[config.mk]
export PLATFORM = sky130hd
export DESIGN_NAME = opunit_top
export DESIGN_NICKNAME = d
export VERILOG_FILES = /design/src/rtl/opunit_pkg.sv /design/src/rtl/opunit_decode.sv /design/src/rtl/opunit_regfile.sv /design/src/rtl/opunit_alu.sv /design/src/rtl/opunit_top.sv
export SDC_FILE = /design/constraint.sdc
export NUM_CORES = 1
export LEC_CHECK = 0
export BUFFER_PORTS_ARGS = -buffer_cell sky130_fd_sc_hd__buf_4
export CAP_MARGIN = 5
export CORE_AREA = 2 2 128 130
export CTS_BUF_LIST = sky130_fd_sc_hd__clkbuf_4
export CTS_CLUSTER_SIZE = 25
export DETAILED_ROUTE_END_ITERATION = 10
export DIE_AREA = 0 0 130 132
export HOLD_SLACK_MARGIN = 0.03
export PLACE_DENSITY = 0.77
export REMOVE_ABC_BUFFERS = 1
export SLEW_MARGIN = 20
export SYNTH_ARGS = -nofsm -noshare
export SYNTH_HDL_FRONTEND = slang
export SYNTH_SLANG_ARGS = --single-unit
[constraint.sdc]
create_clock -name clk -period 5.63 [get_ports clk]
set_input_delay 1.126 -clock clk [delete_from_list [all_inputs] [get_ports clk]]
set_output_delay 1.126 -clock clk [all_outputs]
set_load 0.02 [all_outputs]
[src/rtl/opunit_pkg.sv]
package opunit_pkg;
  localparam int DATA_W  = 16;
  localparam int NREG    = 8;
  localparam int REG_AW  = $clog2(NREG);
  localparam int IMM_W   = 5;
  localparam int OPC_W   = 4;

  typedef enum logic [OPC_W-1:0] {
    OPC_ADD = 4'b0001,
    OPC_AND = 4'b0101,
    OPC_NOT = 4'b1001
  } opc_e;

  typedef enum logic [1:0] {
    ALU_ADD = 2'd0,
    ALU_AND = 2'd1,
    ALU_NOT = 2'd2
  } alu_op_e;

  typedef struct packed {
    logic              legal;
    alu_op_e           op;
    logic              use_imm;
    logic [REG_AW-1:0] dst;
    logic [REG_AW-1:0] src1;
    logic [REG_AW-1:0] src2;
    logic [DATA_W-1:0] imm;
  } dec_t;

  typedef struct packed {
    logic neg;
    logic zero;
    logic pos;
  } cc_t;
endpackage

[src/rtl/opunit_decode.sv]
module opunit_decode
  import opunit_pkg::*;
(
  input  logic [15:0] word,
  input  logic        valid,
  output dec_t        dec
);
  localparam int EXT_W = DATA_W - IMM_W;

  logic [OPC_W-1:0] opc;
  logic             not_form_ok;

  assign opc         = word[15:12];
  assign not_form_ok = (word[5:0] == 6'b111111);

  always_comb begin
    dec.dst     = word[11:9];
    dec.src1    = word[8:6];
    dec.src2    = word[2:0];
    dec.use_imm = word[5];
    dec.imm     = {{EXT_W{word[IMM_W-1]}}, word[IMM_W-1:0]};
    dec.op      = ALU_ADD;
    dec.legal   = 1'b0;
    unique case (opc)
      OPC_ADD: begin dec.op = ALU_ADD; dec.legal = valid; end
      OPC_AND: begin dec.op = ALU_AND; dec.legal = valid; end
      OPC_NOT: begin dec.op = ALU_NOT; dec.legal = valid & not_form_ok; end
      default: begin dec.op = ALU_ADD; dec.legal = 1'b0; end
    endcase
  end
endmodule

[src/rtl/opunit_regfile.sv]
module opunit_regfile
  import opunit_pkg::*;
#(
  parameter int W = DATA_W,
  parameter int N = NREG,
  localparam int AW = $clog2(N)
)(
  input  logic          clk,
  input  logic          rst,
  input  logic [AW-1:0] ra_addr,
  output logic [W-1:0]  ra_data,
  input  logic [AW-1:0] rb_addr,
  output logic [W-1:0]  rb_data,
  input  logic [AW-1:0] rd_addr,
  output logic [W-1:0]  rd_data,
  input  logic          we,
  input  logic [AW-1:0] waddr,
  input  logic [W-1:0]  wdata
);
  logic [W-1:0]   mem_q [N];
  logic [N*W-1:0] flat;

  for (genvar i = 0; i < N; i++) begin : g_reg
    always_ff @(posedge clk) begin
      if (rst)                   mem_q[i] <= '0;
      else if (we && waddr == i) mem_q[i] <= wdata;
    end
    assign flat[i*W +: W] = mem_q[i];
  end

  assign ra_data = mem_q[ra_addr];
  assign rb_data = mem_q[rb_addr];
  assign rd_data = mem_q[rd_addr];

  // a write is present in the array right after its edge
  p_write_lands_r9: assert property (@(posedge clk) disable iff (rst)
    we |=> (mem_q[$past(waddr)] == $past(wdata)));

  // without a write enable nothing in the array moves
  p_idle_hold_r8: assert property (@(posedge clk) disable iff (rst)
    !we |=> $stable(flat));
endmodule

[src/rtl/opunit_alu.sv]
module opunit_alu
  import opunit_pkg::*;
#(
  parameter int W = DATA_W
)(
  input  alu_op_e      op,
  input  logic [W-1:0] a,
  input  logic [W-1:0] b,
  output logic [W-1:0] y,
  output cc_t          cc
);
  always_comb begin
    unique case (op)
      ALU_ADD: y = a + b;
      ALU_AND: y = a & b;
      ALU_NOT: y = ~a;
      default: y = a;
    endcase
  end

  always_comb begin
    cc.neg  = y[W-1];
    cc.zero = (y == '0);
    cc.pos  = ~y[W-1] & (y != '0);
  end
endmodule

[src/rtl/opunit_top.sv]
module opunit_top
  import opunit_pkg::*;
(
  input  logic              clk,
  input  logic              rst,
  input  logic              instr_valid,
  output logic              instr_ready,
  input  logic [15:0]       instr_word,
  input  logic [REG_AW-1:0] dbg_sel,
  output logic [DATA_W-1:0] dbg_data,
  output logic [2:0]        cc_flags
);
  dec_t              dec;
  logic [DATA_W-1:0] src1_val, src2_val, opnd_b, alu_y;
  cc_t               alu_cc, cc_q;
  logic              accept;

  assign instr_ready = ~rst;

  opunit_decode u_dec (
    .word  (instr_word),
    .valid (instr_valid & instr_ready),
    .dec   (dec)
  );

  assign accept = dec.legal;

  opunit_regfile #(.W(DATA_W), .N(NREG)) u_rf (
    .clk     (clk),
    .rst     (rst),
    .ra_addr (dec.src1),
    .ra_data (src1_val),
    .rb_addr (dec.src2),
    .rb_data (src2_val),
    .rd_addr (dbg_sel),
    .rd_data (dbg_data),
    .we      (accept),
    .waddr   (dec.dst),
    .wdata   (alu_y)
  );

  assign opnd_b = dec.use_imm ? dec.imm : src2_val;

  opunit_alu #(.W(DATA_W)) u_alu (
    .op (dec.op),
    .a  (src1_val),
    .b  (opnd_b),
    .y  (alu_y),
    .cc (alu_cc)
  );

  always_ff @(posedge clk) begin
    if (rst)         cc_q <= '{neg: 1'b0, zero: 1'b1, pos: 1'b0};
    else if (accept) cc_q <= alu_cc;
  end

  assign cc_flags = cc_q;

  // flags stay one-hot
  p_cc_onehot_r6: assert property (@(posedge clk) disable iff (rst)
    $onehot(cc_q));

  // zero flag tracks the value just written
  p_cc_zero_r6: assert property (@(posedge clk) disable iff (rst)
    accept |=> (cc_q.zero == ($past(alu_y) == '0)));

  // flags frozen when no write is taken
  p_cc_hold_r7: assert property (@(posedge clk) disable iff (rst)
    !accept |=> $stable(cc_q));

  // no acceptance during reset
  p_ready_low_r10: assert property (@(posedge clk)
    rst |-> !instr_ready);
endmodule

Yosys cells after proc, flatten, opt, wreduce, memory -nomap -nowiden
Memories as Yosys holds them, arrays and structs flattened.
Index checks and enable logic that the tools add are counted.
- bitwise operators: 15
- reductions and logical operators: 12
- $add $sub $neg: 1
- eq/ne operators: 13
- multiplexer cells: 37
- operators by type and width (kind ; count):
    two-way mux 16 bit ; 9
    case mux 16 bit (3 select lines) ; 1
    two-way mux 1 bit ; 26
    adder 16 bit ; 1
    AND 16 bit ; 1
    zero test 16 bit ; 1
    inverter 16 bit ; 1
    nonzero test 16 bit ; 1
    equality test 3 bit, second input constant ; 4
    case mux 3 bit (3 select lines) ; 1
    logical AND 1 bit ; 8
    OR 1 bit ; 8
    equality test 3 x 2 -> 1 bit, second input constant ; 2
    equality test 6 bit, second input constant ; 1
    equality test 4 x 1 -> 1 bit, second input constant ; 1
    equality test 4 x 3 -> 1 bit, second input constant ; 1
    equality test 4 bit, second input constant ; 1
    AND 1 bit ; 3
    equality test 3 x 1 -> 1 bit, second input constant ; 1
    zero test 3 bit ; 1
    equality test 2 x 1 -> 1 bit, second input constant ; 1
    equality test 2 bit, second input constant ; 1
    zero test 2 bit ; 1
    inverter 1 bit ; 2
- memories: 1
- memory bits (writable): 128
- word-level logic and storage cells: 82
- flip-flop bits (word level): 3
- memories (memory ; depth ; bits a word ; read ports ; clocked after memory_dff ; write ports ; RTL line ; source):
    u_rf.mem_q ; 8 ; 16 ; 3 ; 0 ; 8 ; opunit_regfile.sv:20 ; logic [W-1:0] mem_q [N];

Longest topological paths before layout
Gate-level depths: netlist of the first run.
- word-level depth: 9
- gate-level depth with buffers: 17

Modules after synthesis
A second synthesis of the first run with hierarchy kept.
- cell total of the unflattened synthesis: 736
- area total of the unflattened synthesis: 9860.7 sq um
- by module, submodules not included (module ; cells an instance ; instances ; area each (sq um)):
    opunit_regfile ; 488 ; 1 ; 7983.9
    opunit_alu ; 187 ; 1 ; 1273.7
    opunit_top ; 29 ; 1 ; 360.3
    opunit_decode ; 32 ; 1 ; 242.7

Worst setup path before layout of the first run
Ideal clock, no wire load.
- kind: input-to-reg
- start point: in instr_word[0]
- end point: reg cc_q (netlist bit cc_flags[0])
- setup slack: 0.012 ns
- library setup time: 0.117 ns
- cell stages on the path: 14
- data arrival time: 5.501 ns
- path through: clkbuf_1 -> buf_1 -> mux4_2 -> mux2i_1 -> o21ai_0 -> ha_1 -> a21o_1 -> a2111oi_0 -> a21oi_1 -> mux2i_1 -> a221oi_1 -> nand2_1 -> or4_1 -> a32o_1
- word-level cells in the longest chain between the ends: 6
- elaborated cells between the ends (all ways): 11
- RTL lines (item ; RTL line ; source):
    start, declared ; opunit_top.sv:8 ; input logic [15:0] instr_word,
    memory (8 x 16 bit) ; - ;
    two-way mux 16 bit ; opunit_top.sv:42 ; assign opnd_b = dec.use_imm ? dec.imm : src2_val;
    adder 16 bit / AND 16 bit (equally long branches) ; opunit_alu.sv:14, opunit_alu.sv:15 ;
    case mux 16 bit (3 select lines) ; opunit_alu.sv:13 ; unique case (op)
    nonzero test 16 bit / inverter 1 bit (equally long branches) ; opunit_alu.sv:24 ; cc.pos = ~y[W-1] & (y != '0);
    AND 1 bit ; opunit_alu.sv:24 ;
    end signal, assigned ; opunit_top.sv:53 ; if (rst) cc_q <= '{neg: 1'b0, zero: 1'b1, pos: 1'b0};
    end signal, assigned ; opunit_top.sv:54 ; else if (accept) cc_q <= alu_cc;
    end, declared ; opunit_top.sv:15 ; cc_t alu_cc, cc_q;
Parallel ways exist; a longest one is shown, timed or not.
A chain may end at the register's enable or synchronous reset.

Worst setup path after layout of the first run
- start point: in instr_word[6]
- end point: reg cc_q (netlist bit cc_flags[0])
- word-level cells in the longest chain between the ends: 5
- elaborated cells between the ends (all ways): 8
- RTL lines (item ; RTL line ; source):
    memory (8 x 16 bit) (*) ; - ;
    adder 16 bit (tied with other cells) ; opunit_alu.sv:14 ; ALU_ADD: y = a + b;
    case mux 16 bit (3 select lines) (*) ; opunit_alu.sv:13 ;
    nonzero test 16 bit / inverter 1 bit (equally long branches) ; opunit_alu.sv:24 ;
    AND 1 bit (*) ; opunit_alu.sv:24 ;
Mark *: on every way between the ends. The rest lies on a longest branch, timed or not.

==> run metrics, run 1 <==
metal3 WL 3230 um; Max-cap violations 0; slew of the pin with the lowest slew margin 0.920 ns; commonest cells after routing, fill and taps aside 149 x nor2_1, 128 x edfxtp_1, 88 x mux4_2, 77 x buf_4, 38 x nand2_1; Die Area 17200 um2; TritonCTS buffer count 17; sequential element share of the synthesized area 43.8%; TritonRoute pass-1 iters 5; Root Driver clkbuf_4; DR top layer met4; chip width 130 um; initial antenna violation count 1; Worst Path Max Fanout 19; leading cell type in the layout, fill and taps excluded nor2_1; post-route setup slack 0.899 ns; CP endpoint kind register; period utilization 84.0%; Max-slew headroom 37.9%; largest net degree at the start of global routing 33; Setup WS pre-CTS 0.362 ns; Worst setup startpoint instr_word[6]; Buffers on Ports 41; Synth Warn # 0; post-CTS setup buffers 0; unrepaired setup endpoints after global routing no; critical path class input port to register; Hold Path Stages 2; Post-synth ARST share 0%; worst r2r path cells 11; pwr/cell area 257 nW/um2; predominant post-synthesis flop cell edfxtp_1; final setup fails 0; # rows 46; vias per inst 6.90; Final Hold Fails 0; Tot GR Track Use 31.3%; vias in the first global route 6903; synthesized area 8920 um2; CTS resizes 0; final slew viol count 0; skew final 0.0219 ns; clk buf depth 2; Clock transition at path regs 0.11 ns; Hold WC Path Type register to register; Layout Utilization 62.3%; placer congestion estimate 0.959; filler instances 1202; WP data required 6.12 ns; io pins 42; Buf/Inv on CP 3; Routed Wire Length 25500 um; TritonCTS clock tree done; fin nets 798; H-tree level count 4; Yosys reg bits 131; setup_tns 0 ns; synth unique cells 64; most frequent CP cell inv_1; leakage power total 3.65 nW; routed length on met1 8960 um; status completed; Hold-fix buffers, CTS 0; Crit path max-delay family simple AND/OR/NAND/NOR gates; Area growth syn-to-layout 9.82%; Max VDD drop 0.000288 V; clk sinks 131; HPWL after detailed placement 16700 um; Routed Antenna Nets 0; DRC Markers 0; average size of a mapped cell 12.5 um2; first-pass GRT wire length 39000 um; max frequency 211 MHz; WHS 0.502 ns; Via Count 6819; GR Overflow Total 0; FF-to-FF Start u_rf.mem_q[4][3]; met2 routed WL 12300 um; Clock Latency Late Sink 0.59 ns; CP max stage delay 0.60 ns; Die Ht 132 um; starting density of the core 56.8%; hold_sp cc_flags[1]; CP Launch Type input port; R2R setup slack 1.49 ns; Syn Inst Count 714; critical-path cell list buf_4 -> nand2b_1 -> o22ai_1 -> a221o_1 -> inv_1 -> ha_1 -> inv_1 -> fa_1 -> nor2b_1 -> o31a_1 -> or3_1 -> o21ai_0 -> o21ai_1 -> or4b_1 -> or4_1 -> a32o_1; Reg-to-Reg End cc_flags[0]; Crit-path slowest cell or4_1; Initial DRC Count 867; Crit path arrival time 5.22 ns; Routed WL per cell 25.8 um; crit path time final 4.73 ns; layout cells sized above 1 31.1%; Hold Path Sink cc_flags[1]; EDFF count, synth 128; critical path depth 16; core area 15700 um2
==> final cells by class <==
cell class                      instances  area [um2]  share of cell area (%)
Antenna cell                            1        2.50                  0.0255
Clock buffer                           19         143                    1.46
Clock inverter                         12         140                    1.43
Inverter                               13        48.8                   0.498
Multi-Input combinational cell        518        4690                    47.9
Sequential cell                       131        3900                    39.9
Tap cell                              216         270                    2.76
Timing Repair Buffer                   78         598                    6.11
==> report_power, final <==
part | switching [W] | leakage (nW) | internal (W) | total [W]
sequential | 0.0000280 | 1.35 | 0.00110 | 0.00113
clock | 0.000346 | 0.149 | 0.000308 | 0.000655
combinational | 0.000419 | 2.15 | 0.000312 | 0.000731
total | 0.000793 | 3.65 | 0.00172 | 0.00252
==> logic make-up after synthesis <==
family / count (synthesis) / synth area share (%)
AND/OR/NAND/NOR: 244 / 12.1
multiplexers: 148 / 29.4
flip-flops: 131 / 43.8
AO/OA/AOI/OAI: 105 / 8.14
buffers and inverters: 65 / 3.66
adder cells (fa/ha/maj): 17 / 2.47
XOR/XNOR: 4 / 0.393
==> metrics by stage <==
step	area [um2]	power [W]	std cells
final	9800	0.00252	988
after global routing	9800	0.00261	988
after CTS	9790	0.00251	987
after detailed placement	9510	0.00187	956
after global placement	9510	0.00185	956
after floorplan	8640	0.00160	662
==> flip-flops by register name, indices dropped and copies added, names as in the netlist <==
register / count
cc_flags: 3
u_rf.mem_q: 128
==> routing by layer <==
layer / vias to the layer above / global-route usage (%)
met5: - / 0
met1: 3325 / 41.8
met2: 510 / 48.5
li1: 2884 / -
met3: 100 / 7.75
met4: 0 / 14.6
==> synth_stat cells (5+ instances only) <==
cell,n,area (um2)
mux4_2,88,1980
or2_2,5,31.3
buf_6,6,67.6
nand2_1,38,143
a211oi_1,6,45.0
o21a_1,5,37.5
ha_1,16,200
buf_1,9,33.8
nand3_1,8,40.0
inv_1,13,48.8
mux2_2,34,383
nand3b_1,6,45.0
edfxtp_1,128,3840
o21ai_0,18,90.1
nor2b_1,7,43.8
mux2i_1,26,260
a21oi_1,31,155
clkbuf_1,27,101
a21o_1,7,52.6
nor3_1,7,35.0
nor2_1,149,559
buf_2,5,25.0
==> worst max path at each step <==
stage	endpoint	slack [ns]
detailed placement	cc_flags[0]	0.36
floorplan	cc_flags[0]	0.79
CTS	cc_flags[0]	1.01
global placement	cc_flags[0]	0.44
global route	cc_flags[0]	0.60
finish	cc_flags[0]	0.90
==> tightest hold or removal path, cell delays in order (launching register included) <==
cell and delay [ns]:
dfxtp_1 0.36, a21oi_1 0.06, o21ai_1 0.06
(Power assumes the default switching activity.)
==> run 2, diff against run 1 <==
- CORE_AREA: 2 2 128 130 -> 2 2 125 127
- DIE_AREA: 0 0 130 132 -> 0 0 127 129
- clock period: 5.63 -> 4.5 ns (I/O delays scaled with it)
==> run 2 against run 1 <==
Net effect: wire length rose by 13%; non-clock buffer count rose by 98; global-route usage rose by 5.4 points; die area fell by 4.5%; first-iteration DRC count rose by 21%; clock skew rose by 0.014 ns; critical path depth fell by 1; worst setup slack got worse by 0.81 ns; hold slack improved by 0.0023 ns; total power rose by 32%; via count rose by 9.9%; sequential share of layout area fell by 2.9 points; critical endpoint unchanged.
==> run metrics, run 2 (synthesis gave the netlist of run 1 again) <==
Reg-to-Reg End cc_flags[0]; TritonRoute pass-1 iters 6; Root Driver clkbuf_4; R2R setup slack 0.28 ns; filler instances 1046; GR Overflow Total 0; Buffers on Ports 41; first-pass GRT wire length 43600 um; Clock Latency Late Sink 0.55 ns; leakage power total 4.14 nW; WHS 0.505 ns; CP Launch Type input port; HPWL after detailed placement 20500 um; Via Count 7495; pwr/cell area 315 nW/um2; max FFs per register 128; period utilization 97.9%; H-tree level count 4; Worst setup startpoint instr_word[7]; critical path class input port to register; vias per inst 7.10; max frequency 227 MHz; initial antenna violation count 1; # rows 45; Hold WC Path Type register to register; worst r2r path cells 15; status completed; CP Capture Point cc_flags[0]; CP endpoint kind register; leading cell type in the layout, fill and taps excluded buf_4; Routed WL per cell 27.2 um; Max-slew headroom 55.0%; TritonCTS clock tree done; largest net degree at the start of global routing 33; layout cells sized above 1 39.8%; Max-cap violations 0; Die Area 16400 um2; fin nets 896; skew final 0.0364 ns; chip width 127 um; Die Ht 129 um; starting density of the core 59.6%; crit path time final 4.41 ns; Initial DRC Count 1045; TritonCTS buffer count 17; vias in the first global route 7607; core area 15000 um2; clk sinks 131; final slew viol count 0; WP data required 4.96 ns; io pins 42; Max VDD drop 0.000265 V; Routed Antenna Nets 0; clk buf depth 2; Crit path arrival time 4.87 ns; Tot GR Track Use 36.7%; Final Hold Fails 0; final setup fails 0; Worst Path Max Fanout 12; slew of the pin with the lowest slew margin 0.676 ns; DRC Markers 0; Tot Pwr 0.00332 W; Clock transition at path regs 0.11 ns; Top reg by flops u_rf.mem_q; Area growth syn-to-layout 18.3%; commonest cells after routing, fill and taps aside 170 x buf_4, 149 x nor2_1, 128 x edfxtp_1, 88 x mux4_2, 38 x nand2_1; FF-to-FF Start u_rf.mem_q[7][0]; placer congestion estimate 0.936; Routed Wire Length 28700 um
[run 2: cell types whose count changed in the layout (fill, tap and decap cells not counted), sizes merged]
cell,before,now
clkinv,6,7
clkbuf,19,20
bufinv,3,2
clkinvlp,3,0
buf,78,176
[run 2: metrics by stage]
step,cells,TNS [ns],setup WS [ns],utilization (%),area [um2]
after floorplan,662,-0.118,-0.118,-,8640
after global placement,1025,-6.73,-0.583,68.5,10300
after detailed placement,1025,-6.52,-0.637,68.5,10300
after CTS,1055,0,0.0215,70.2,10500
after global routing,1056,-0.00739,-0.00739,70.5,10600
final,1056,0,0.0939,70.5,10600
[run 2: metal layers]
layer	up-vias	global-route usage (%)	share of wire (%)
met3	132	9.15	13
met5	-	0	0
met1	3639	46.4	34
met2	646	59.7	48
met4	0	18.6	4.8
li1	3078	-	-
[run 2: worst min-delay path by stage]
stage / cells after the start / endpoint / start
2_1_floorplan: 2 / cc_flags[2] / cc_flags[2]
4_1_cts: 2 / cc_flags[2] / cc_flags[2]
3_3_place_gp: 2 / cc_flags[2] / cc_flags[2]
5_1_grt: 2 / cc_flags[2] / rst
6_report: 2 / cc_flags[2] / cc_flags[2]
3_5_place_dp: 2 / cc_flags[2] / cc_flags[2]
[run 2: worst max-delay path, cell delays in order]
cell	delay (ns)
buf_4	0.27
buf_12	0.16
mux4_2	0.48
mux2_2	0.30
ha_1	0.36
a21oi_1	0.32
o211ai_1	0.17
and4b_1	0.25
buf_4	0.14
o41ai_2	0.42
mux2_2	0.39
a21oi_2	0.22
buf_4	0.16
and2_1	0.19
a32o_1	0.15
[run 2: cell type report]
cell class | instances | area [um2] | share of cell area [%]
Clock inverter | 9 | 91.3 | 0.866
Multi-Input combinational cell | 518 | 4730 | 44.8
Timing Repair Buffer | 176 | 1390 | 13.2
Sequential cell | 131 | 3900 | 37.0
Inverter | 13 | 48.8 | 0.462
Tap cell | 188 | 235 | 2.23
Clock buffer | 20 | 150 | 1.42
Antenna cell | 1 | 2.50 | 0.0237
[run 2: power breakdown]
part | internal [W] | switching (W) | total (W)
Sequential | 0.00138 | 0.0000362 | 0.00142
Combinational | 0.000545 | 0.000618 | 0.00116
Clock | 0.000330 | 0.000412 | 0.000742
Total | 0.00225 | 0.00107 | 0.00332
[run 2: what timing repair did]
item,CTS,global route
pin swaps,2,2
resized for setup,3,8
hold buffers,0,0
endpoints found under the setup margin,10,11
buffers inserted,1,0
